## src/rtl/lsec_pkg.sv

```systemverilog
package lsec_pkg;

  localparam int LVL_W = 3;
  localparam int LVL_N = 1 << LVL_W;
  localparam int MIC_W = 5;

  typedef enum logic [1:0] {
    RSN_OK      = 2'd0,
    RSN_POLICY  = 2'd1,
    RSN_ENCONLY = 2'd2,
    RSN_REPLAY  = 2'd3
  } rsn_e;

  // tag length in bytes from the low two level bits
  function automatic logic [MIC_W-1:0] mic_bytes(input logic [1:0] sel);
    logic [MIC_W-1:0] r;
    case (sel)
      2'd1:    r = 5'd4;
      2'd2:    r = 5'd8;
      2'd3:    r = 5'd16;
      default: r = 5'd0;
    endcase
    return r;
  endfunction

endpackage

```

## src/rtl/lsec_level_decode.sv

```systemverilog
module lsec_level_decode
  import lsec_pkg::*;
(
  input  logic [LVL_W-1:0] level,
  input  logic [LVL_N-1:0] policy_mask,
  input  logic             strict_rev,
  output logic             encrypt,
  output logic [MIC_W-1:0] mic_len,
  output logic             secured,
  output logic             policy_ok,
  output logic             enc_only_bad
);

  localparam logic [LVL_W-1:0] LVL_ENC_ONLY = LVL_W'(4);

  always_comb begin
    encrypt      = level[LVL_W-1];
    mic_len      = mic_bytes(level[1:0]);
    secured      = (level != '0);
    policy_ok    = policy_mask[level];
    enc_only_bad = strict_rev && (level == LVL_ENC_ONLY);
  end

endmodule

```

## src/rtl/lsec_replay_table.sv

```systemverilog
module lsec_replay_table #(
  parameter int NBR_W = 3,
  parameter int CTR_W = 32
) (
  input  logic             clk,
  input  logic             rst_n,
  input  logic [NBR_W-1:0] rd_nbr,
  input  logic [CTR_W-1:0] rd_ctr,
  output logic             rd_fresh,
  input  logic             wr_en,
  input  logic [NBR_W-1:0] wr_nbr,
  input  logic [CTR_W-1:0] wr_ctr
);

  localparam int NBR_N = 1 << NBR_W;

  logic [NBR_N-1:0] vld_q;
  logic [NBR_N-1:0] vld_d;
  logic [CTR_W-1:0] cnt_q [NBR_N];
  logic [CTR_W-1:0] cnt_d [NBR_N];
  logic [NBR_N-1:0] ent_we;

  // read side sees only registered state: a same-cycle write is not visible
  always_comb begin
    rd_fresh = !vld_q[rd_nbr] || (rd_ctr > cnt_q[rd_nbr]);
  end

  for (genvar gi = 0; gi < NBR_N; gi++) begin : g_ent
    always_comb begin
      ent_we[gi] = wr_en && (wr_nbr == NBR_W'(gi));
      vld_d[gi]  = ent_we[gi] ? 1'b1 : vld_q[gi];
      cnt_d[gi]  = ent_we[gi] ? wr_ctr : cnt_q[gi];
    end

    always_ff @(posedge clk or negedge rst_n) begin
      if (!rst_n) begin
        vld_q[gi] <= 1'b0;
        cnt_q[gi] <= '0;
      end else if (ent_we[gi]) begin
        vld_q[gi] <= vld_d[gi];
        cnt_q[gi] <= cnt_d[gi];
      end
    end
  end

  // a commit marks its entry as recorded
  a_r6_commit_marks: assert property (@(posedge clk) disable iff (!rst_n)
    wr_en |=> vld_q[$past(wr_nbr)]);

  // without a write strobe no record flag changes
  a_r6_no_write_hold: assert property (@(posedge clk) disable iff (!rst_n)
    !wr_en |=> $stable(vld_q));

endmodule

```

## src/rtl/lsec_gate.sv

```systemverilog
module lsec_gate
  import lsec_pkg::*;
#(
  parameter int NBR_W     = 3,
  parameter int HDR_CTR_W = 32,
  parameter int ASN_W     = 40
) (
  input  logic                 clk,
  input  logic                 rst_n,
  input  logic                 mode_tsch,
  input  logic                 strict_rev,
  input  logic [7:0]           policy_mask,
  input  logic                 chk_req,
  input  logic [2:0]           chk_level,
  input  logic [NBR_W-1:0]     chk_nbr,
  input  logic [HDR_CTR_W-1:0] chk_hdr_ctr,
  input  logic [ASN_W-1:0]     chk_asn,
  input  logic                 commit_req,
  input  logic [NBR_W-1:0]     commit_nbr,
  input  logic [HDR_CTR_W-1:0] commit_ctr,
  output logic                 res_valid,
  output logic                 res_accept,
  output logic [1:0]           res_reason,
  output logic                 res_encrypt,
  output logic [4:0]           res_mic_len,
  output logic [ASN_W-1:0]     res_ctr
);

  localparam int PAD_W = ASN_W - HDR_CTR_W;

  logic             dec_enc;
  logic [MIC_W-1:0] dec_mic;
  logic             dec_secured;
  logic             dec_policy_ok;
  logic             dec_enc_only_bad;
  logic             tab_fresh;
  logic             tab_we;

  rsn_e             rsn_d, rsn_q;
  logic             acc_d, acc_q;
  logic [ASN_W-1:0] ctr_d, ctr_q;
  logic             enc_q;
  logic [MIC_W-1:0] mic_q;
  logic             vld_q;

  lsec_level_decode u_dec (
    .level        (chk_level),
    .policy_mask  (policy_mask),
    .strict_rev   (strict_rev),
    .encrypt      (dec_enc),
    .mic_len      (dec_mic),
    .secured      (dec_secured),
    .policy_ok    (dec_policy_ok),
    .enc_only_bad (dec_enc_only_bad)
  );

  // table updates only on a legacy-mode integrity pass
  always_comb tab_we = commit_req && !mode_tsch;

  lsec_replay_table #(
    .NBR_W (NBR_W),
    .CTR_W (HDR_CTR_W)
  ) u_tab (
    .clk      (clk),
    .rst_n    (rst_n),
    .rd_nbr   (chk_nbr),
    .rd_ctr   (chk_hdr_ctr),
    .rd_fresh (tab_fresh),
    .wr_en    (tab_we),
    .wr_nbr   (commit_nbr),
    .wr_ctr   (commit_ctr)
  );

  // verdict with fixed priority: policy, encryption-only, replay
  always_comb begin
    if (!dec_policy_ok)                             rsn_d = RSN_POLICY;
    else if (dec_enc_only_bad)                      rsn_d = RSN_ENCONLY;
    else if (!mode_tsch && dec_secured && !tab_fresh) rsn_d = RSN_REPLAY;
    else                                            rsn_d = RSN_OK;
    acc_d = (rsn_d == RSN_OK);
    ctr_d = mode_tsch ? chk_asn : {{PAD_W{1'b0}}, chk_hdr_ctr};
  end

  always_ff @(posedge clk or negedge rst_n) begin
    if (!rst_n) vld_q <= 1'b0;
    else        vld_q <= chk_req;
  end

  always_ff @(posedge clk or negedge rst_n) begin
    if (!rst_n) begin
      rsn_q <= RSN_OK;
      acc_q <= 1'b0;
      ctr_q <= '0;
      enc_q <= 1'b0;
      mic_q <= '0;
    end else if (chk_req) begin
      rsn_q <= rsn_d;
      acc_q <= acc_d;
      ctr_q <= ctr_d;
      enc_q <= dec_enc;
      mic_q <= dec_mic;
    end
  end

  always_comb begin
    res_valid   = vld_q;
    res_accept  = acc_q;
    res_reason  = rsn_q;
    res_encrypt = enc_q;
    res_mic_len = mic_q;
    res_ctr     = ctr_q;
  end

  // a verdict strobe only follows a request
  a_r9_valid_follows_req: assert property (@(posedge clk) disable iff (!rst_n)
    res_valid |-> $past(chk_req));

  // a level outside the policy mask is always a policy reject
  a_r2_policy_first: assert property (@(posedge clk) disable iff (!rst_n)
    (chk_req && !policy_mask[chk_level]) |=> (res_valid && res_reason == 2'd1 && !res_accept));

  // barred encryption-only level gives reason 2 when policy allows it
  a_r3_enc_only_barred: assert property (@(posedge clk) disable iff (!rst_n)
    (chk_req && strict_rev && chk_level == 3'd4 && policy_mask[4]) |=> (res_reason == 2'd2));

  // an encryption-only reject carries encrypt set and no tag
  a_r1_enc_only_shape: assert property (@(posedge clk) disable iff (!rst_n)
    (res_valid && res_reason == 2'd2) |-> (res_encrypt && res_mic_len == 5'd0));

  // slotted mode never yields a replay verdict
  a_r7_tsch_no_replay: assert property (@(posedge clk) disable iff (!rst_n)
    (chk_req && mode_tsch) |=> (res_reason != 2'd3));

endmodule

```

## config.mk

```make
export PLATFORM = sky130hd
export DESIGN_NAME = lsec_gate
export DESIGN_NICKNAME = d
export VERILOG_FILES = /design/src/rtl/lsec_pkg.sv /design/src/rtl/lsec_level_decode.sv /design/src/rtl/lsec_replay_table.sv /design/src/rtl/lsec_gate.sv
export SDC_FILE = /design/constraint.sdc
export NUM_CORES = 1
export LEC_CHECK = 0
export ABC_AREA = 1
export ABC_CLOCK_PERIOD_IN_PS = 1800
export BUFFER_PORTS_ARGS = -buffer_cell sky130_fd_sc_hd__buf_4
export CAP_MARGIN = 20
export CORE_UTILIZATION = 45
export DETAILED_ROUTE_END_ITERATION = 12
export PLACE_DENSITY = 0.67
export RECOVER_POWER = 25
export SETUP_SLACK_MARGIN = 0.05
export SYNTH_ARGS = -nofsm -noshare
export SYNTH_HDL_FRONTEND = slang
export SYNTH_SLANG_ARGS = --single-unit
```

## constraint.sdc

```tcl
create_clock -name clk -period 1.8 [get_ports clk]
set_input_delay 0 -clock clk [delete_from_list [all_inputs] [get_ports clk]]
set_output_delay 0 -clock clk [all_outputs]
set_load 0.01 [all_outputs]
```

==> results.json, run 1 <==
{
  "wl_mm": 44.05,
  "min_to": "res_reason[1]",
  "cts_buffers": 34,
  "synth_area_per_cell_um2": 8.658,
  "fin_crit_ns": 2.169,
  "r2r_slack_ns": -0.37,
  "vias": 13384,
  "whs_path_depth": 7,
  "ir_worst_vdd_mv": 0.5443,
  "startpoint_type": "flop",
  "rows": 65,
  "clk_latency_ns": 0.52,
  "slew_viol_final": 0,
  "grt_overflow_total": 0,
  "path_max_fanout": 3,
  "routedWlPerCell_um": 18.29,
  "setup_violations": 3,
  "drtAntennaViolNets": 0,
  "cts_sinks": 312,
  "synth_cells": 1687,
  "p_per_area_mw_per_mm2": 1059,
  "place_hpwl_mm": 26.60,
  "max-slew-margin-rel": 0.4351,
  "max-cap-violations": 0,
  "static-leakage-power_nw": 9.114,
  "yosysSeqAreaShare": 0.5346,
  "skew_ns": 0.01003,
  "status": "finished with violations",
  "r2r_start": "u_tab.cnt_q[63]",
  "tns_ns": -0.9910,
  "grt_max_degree": 71,
  "r2r-end": "res_reason[1]",
  "worstPathArrival_ns": 2.57,
  "die_area_mm2": 0.03318,
  "io_pins": 177,
  "hold_viol": 0,
  "violations": "setup timing",
  "nNetsFinal": 2142,
  "fin_util": 0.6072,
  "drive_gt1_frac": 0.1914,
  "worstSetupEndpointType": "flop",
  "final_common_cell": "nand2_1",
  "layout_common_cells": "nand2_1, dfrtp_1, o21ai_1, buf_4, o21ai_0",
  "antenna_found_initial": 4,
  "max_freq_ghz": 0.4610,
  "grt_setup_unrepaired": "true",
  "grt_pass1_vias": 13084,
  "critPathKind": "flop to flop",
  "clk_pin_slew_ns": 0.06,
  "worst_ep_required_time_ns": 2.20,
  "htreeDepth": 2,
  "vias_per_cell": 5.556,
  "netlist_area_mm2": 0.01461,
  "placed_cell_area_mm2": 0.01667,
  "min_from": "policy_mask[0]",
  "tightest_slew_ns": 0.8474,
  "grt_usage": 0.2659,
  "r2r_cells": 14,
  "cts_tree": "done",
  "cts-root-buf": "clkbuf_16",
  "fin_ws_ns": -0.3693,
  "port_buffers": 174,
  "yosysWarnings": 0,
  "drt_iter0_drc": 1233,
  "grt_first_pass_wirelength_mm": 70.10,
  "hold_path.class": "input pin to flop",
  "ys_ff_latch": 312,
  "core_area_mm2": 0.03172,
  "layout_worst_path_cycle_share": 1.205,
  "die_x_um": 182.2,
  "die_h_um": 182.2,
  "drcViolationCount": 0,
  "stdcell_area_mm2": 0.01926,
  "cts_buffer_depth": 3,
  "synth.distinct_cells": 30,
  "start_util": 0.4605,
  "syn2layout_area_growth_pct": 31.87,
  "hold_slack_ns": 0.05115,
  "gp_congestion": 0.8265,
  "dr.pass1.iters": 5
}
==> through the flow <==
step	std cells	worst slack (ns)	power, mW
after CTS	2404	-0.3265	20.39
final	2409	-0.3693	20.40
after global placement	2218	-0.6094	12.35
after global routing	2409	-0.4924	21.42
after floorplan	1688	-0.1093	11.03
after detailed placement	2218	-0.6438	12.48
==> Yosys cell counts (all sizes together) <==
master / n / area share
o21ai: 490 / 0.17
nand2: 373 / 0.096
dfrtp: 312 / 0.53
nor2: 182 / 0.048
buf: 75 / 0.041
inv: 61 / 0.016
clkbuf: 49 / 0.013
ha: 32 / 0.027
o22ai: 32 / 0.014
o221ai: 31 / 0.019
a21oi: 18 / 0.0062
nand3: 16 / 0.0055
nand4: 4 / 0.0017
o21a: 3 / 0.0015
a21o: 2 / 0.0010
a22oi: 2 / 0.0010
a31oi: 1 / 0.00043
and3: 1 / 0.00043
conb: 1 / 0.00026
nor3: 1 / 0.00034
o31ai: 1 / 0.00051
==> timing repair <==
action,in CTS,in global routing
endpoints found under the setup margin,3,3
buffers inserted,3,4
pin swaps,12,12
hold buffers,124,0
hold endpoints to repair,616,0
gates resized for setup,21,36
==> sequential cells by signal (all words and copies together), names as in the netlist <==
signal,flops
res_ctr,40
res_encrypt,1
res_mic_len,3
u_tab.vld_q,8
res_accept,1
res_valid,1
u_tab.cnt_q,256
res_reason,2
==> final cells by class <==
cell class	instances	area [µm²]
diodes	1	2.502
clock buffers	47	1033
clock inverters	12	191.4
fillers	2624	12460
inverters	61	234.0
multi-input cells	1191	5971
flip-flops and latches	312	7807
well taps	402	503.0
repair buffers	383	3517
==> power by group <==
group	switching (mW)	total (mW)	internal (mW)
clock	2.83	7.56	4.73
sequential	0.747	9.04	8.30
combinational	1.99	3.80	1.80
total	5.57	20.4	14.8
==> kinds of logic after synthesis <==
| family | share of synthesized area |
|---|---|
| AND/OR/NAND/NOR | 0.1518 |
| buffers and inverters | 0.06913 |
| adder cells (fa/ha/maj) | 0.02741 |
| flip-flops | 0.5346 |
| other | 0.0002568 |
| AO/OA/AOI/OAI | 0.2168 |
==> layer usage <==
metal	vias to the layer above	routed length (µm)	global-route usage	share of wire
li1	6301	-	-	-
met1	6454	19290	0.3591	0.44
met2	526	20030	0.4254	0.45
met3	97	3395	0.05827	0.077
met4	6	1302	0.08840	0.030
met5	-	25	0	0.00057
==> worst max-delay path: stages, from the launching register on <==
cell and delay [ns]:
dfrtp_1 0.36, o21ai_1 0.07, o221ai_1 0.20, o21ai_1 0.15, ha_1 0.33, nand2_2 0.09, nor3_4 0.23, and3_4 0.23
nand2_2 0.05, nand2_2 0.06, nand2_2 0.07, nand2_2 0.06, nand2_1 0.05, nand2_1 0.06, nand2_1 0.04
==> how the worst max path moves through the flow <==
stage	start	end	slack, ns	cells past startpoint
after floorplan	chk_nbr[0]	res_reason[1]	-0.11	18
final	u_tab.cnt_q[63]	res_reason[1]	-0.37	14
after CTS	u_tab.cnt_q[63]	res_reason[1]	-0.33	14
after global placement	chk_nbr[0]	res_reason[1]	-0.61	18
after global routing	u_tab.cnt_q[55]	res_reason[1]	-0.49	15
after detailed placement	chk_nbr[0]	res_reason[1]	-0.64	18
(Power assumes the default switching activity.)
==> run 2: changes to the inputs <==
--- a/config.mk
+++ b/config.mk
@@ -9,6 +9,7 @@
 export ABC_CLOCK_PERIOD_IN_PS = 1800
 export BUFFER_PORTS_ARGS = -buffer_cell sky130_fd_sc_hd__buf_4
 export CAP_MARGIN = 20
+export CORE_ASPECT_RATIO = 1.25
 export CORE_UTILIZATION = 45
 export DETAILED_ROUTE_END_ITERATION = 12
 export PLACE_DENSITY = 0.67
==> run 2 against run 1 <==
The run still ends with setup timing left; setup slack improved by 0.016 ns; global-route usage shrank 0.62 points; fmax up 0.74%; clock skew down 0.00061 ns; cell count down 0.17%; worst hold slack better by 0.021 ns; clock power fell by 21%; non-clock buffer count down 5; critical path type unchanged; largest power group unchanged.
==> results.json, run 2 (same netlist as run 1, synthesis figures left out) <==
{
  "fillers": 2767,
  "htreeDepth": 1,
  "fin_ws_ns": -0.3534,
  "core_area_mm2": 0.03188,
  "tns_ns": -1.012,
  "wl_mm": 42.77,
  "p_per_area_mw_per_mm2": 996.7,
  "hold_viol": 0,
  "static-leakage-power_nw": 8.907,
  "slew_viol_final": 0,
  "gp_congestion": 0.8507,
  "placed_cell_area_mm2": 0.01652,
  "startpoint_type": "flop",
  "worstSetupEndpointType": "flop",
  "worstPathArrival_ns": 2.61,
  "io_pins": 177,
  "drive_gt1_frac": 0.1836,
  "fin_util": 0.5908,
  "cts_buffer_depth": 3,
  "cts_sinks": 312,
  "routedWlPerCell_um": 17.78,
  "final_common_cell": "nand2_1",
  "antenna_found_initial": 1,
  "max-slew-margin-rel": 0.05551,
  "cts_buffers": 29,
  "p_total_mw": 18.77,
  "clk_pin_slew_ns": 0.07,
  "grt_max_degree": 83,
  "port_buffers": 174,
  "grt_usage": 0.2597,
  "ir_worst_vdd_mv": 0.7485,
  "layout_worst_path_cycle_share": 1.196,
  "finalNonFillerCells": 2405,
  "drtAntennaViolNets": 0,
  "max-cap-violations": 0,
  "fin_crit_ns": 2.153,
  "crit_top_cell": "nand2_2",
  "status": "finished with violations",
  "final-seq-area_mm2": 0.007807,
  "grt_overflow_total": 0,
  "drcViolationCount": 0,
  "tightest_slew_ns": 1.417,
  "max_freq_ghz": 0.4644,
  "hold_slack_ns": 0.07255,
  "stdcell_area_mm2": 0.01883,
  "violations": "setup timing",
  "cpPeakStageDelay_ns": 0.35,
  "skew_ns": 0.009417,
  "drt_iter0_drc": 1207,
  "crit_chain": "o21ai_1, o221ai_1, o21ai_1, ha_1, nand4_1, nor3_4, and3_4, nand2_2, nand2_2, nand2_2, nand2_2, nand2_2, nand2_1, nand2_1",
  "cts_tree": "done",
  "placed_cells": 2221,
  "grt_setup_unrepaired": "true",
  "multiInputGateArea_mm2": 0.005961,
  "layout_common_cells": "nand2_1, dfrtp_1, o21ai_1, buf_4, o21ai_0",
  "syn2layout_area_growth_pct": 28.94,
  "slowest_stage": "dfrtp_1",
  "cts-root-buf": "clkbuf_16",
  "worst_ep_required_time_ns": 2.25,
  "grt_pass1_vias": 13072,
  "dr.pass1.iters": 5,
  "path_max_fanout": 2,
  "nNetsFinal": 2132,
  "clk_latency_ns": 0.56,
  "hold_path.class": "input pin to flop",
  "vias": 13144,
  "critPathKind": "flop to flop",
  "setup_violations": 3,
  "rows": 73,
  "start_util": 0.4582,
  "place_ws_ns": -0.7027,
  "die_x_um": 163.1,
  "place_hpwl_mm": 26.25,
  "antenna_cells": 0,
  "die_h_um": 203.4,
  "die_area_mm2": 0.03318,
  "vias_per_cell": 5.465,
  "grt_first_pass_wirelength_mm": 68.43,
  "largest_reg_flops": 256,
  "largest-register": "u_tab.cnt_q"
}
-- run 2: worst max-delay path: cells and delay by family, from the launching register on --
family,cells,cell delay [ns]
flip-flops,1,0.35
adder cells (fa/ha/maj),1,0.33
AND/OR/NAND/NOR,10,0.96
AO/OA/AOI/OAI,3,0.40
-- run 2: layout make-up --
cell class                      count  area share
Multi-Input combinational cell   1191      0.3165
Timing Repair Buffer              378      0.1803
Tap cell                          412     0.02737
Inverter                           61     0.01242
Sequential cell                   312      0.4146
Clock buffer                       41     0.04465
Clock inverter                     10    0.004119
-- run 2: path summary, 6_finish.rpt --
path	from	endpoint	slack, ns	cells past startpoint
worst min register to register	u_tab.vld_q[5]	u_tab.vld_q[5]	0.45	2
max in group asynchronous	rst_n	u_tab.cnt_q[58]	0.15	3
worst max-delay path	u_tab.cnt_q[57]	res_reason[1]	-0.35	14
worst min-delay path	policy_mask[4]	res_reason[1]	0.07	7
min in group asynchronous	rst_n	u_tab.cnt_q[174]	0.36	3
worst max register to register	u_tab.cnt_q[57]	res_reason[1]	-0.35	14
-- run 2: layer usage --
layer  part of all wire  wire, µm  global-route usage
met1               0.44     18670              0.3471
met2               0.47     20310              0.4331
met3              0.061      2626             0.03539
met4              0.027      1150             0.08778
met5            0.00026        11                   0
-- run 2: report_power, final --
| part | internal [mW] | switching [mW] |
|---|---|---|
| registers | 8.29 | 0.730 |
| logic | 1.77 | 1.96 |
| clock network | 3.37 | 2.64 |
| total | 13.4 | 5.33 |
-- run 2: timing repair --
action / CTS / global route
resized for setup: 23 / 42
hold endpoints to repair: 616 / 0
pin swaps: 18 / 20
hold buffers: 129 / 0
endpoints found under the setup margin: 3 / 3
setup buffers: 1 / 4
gates cloned: 0 / 0
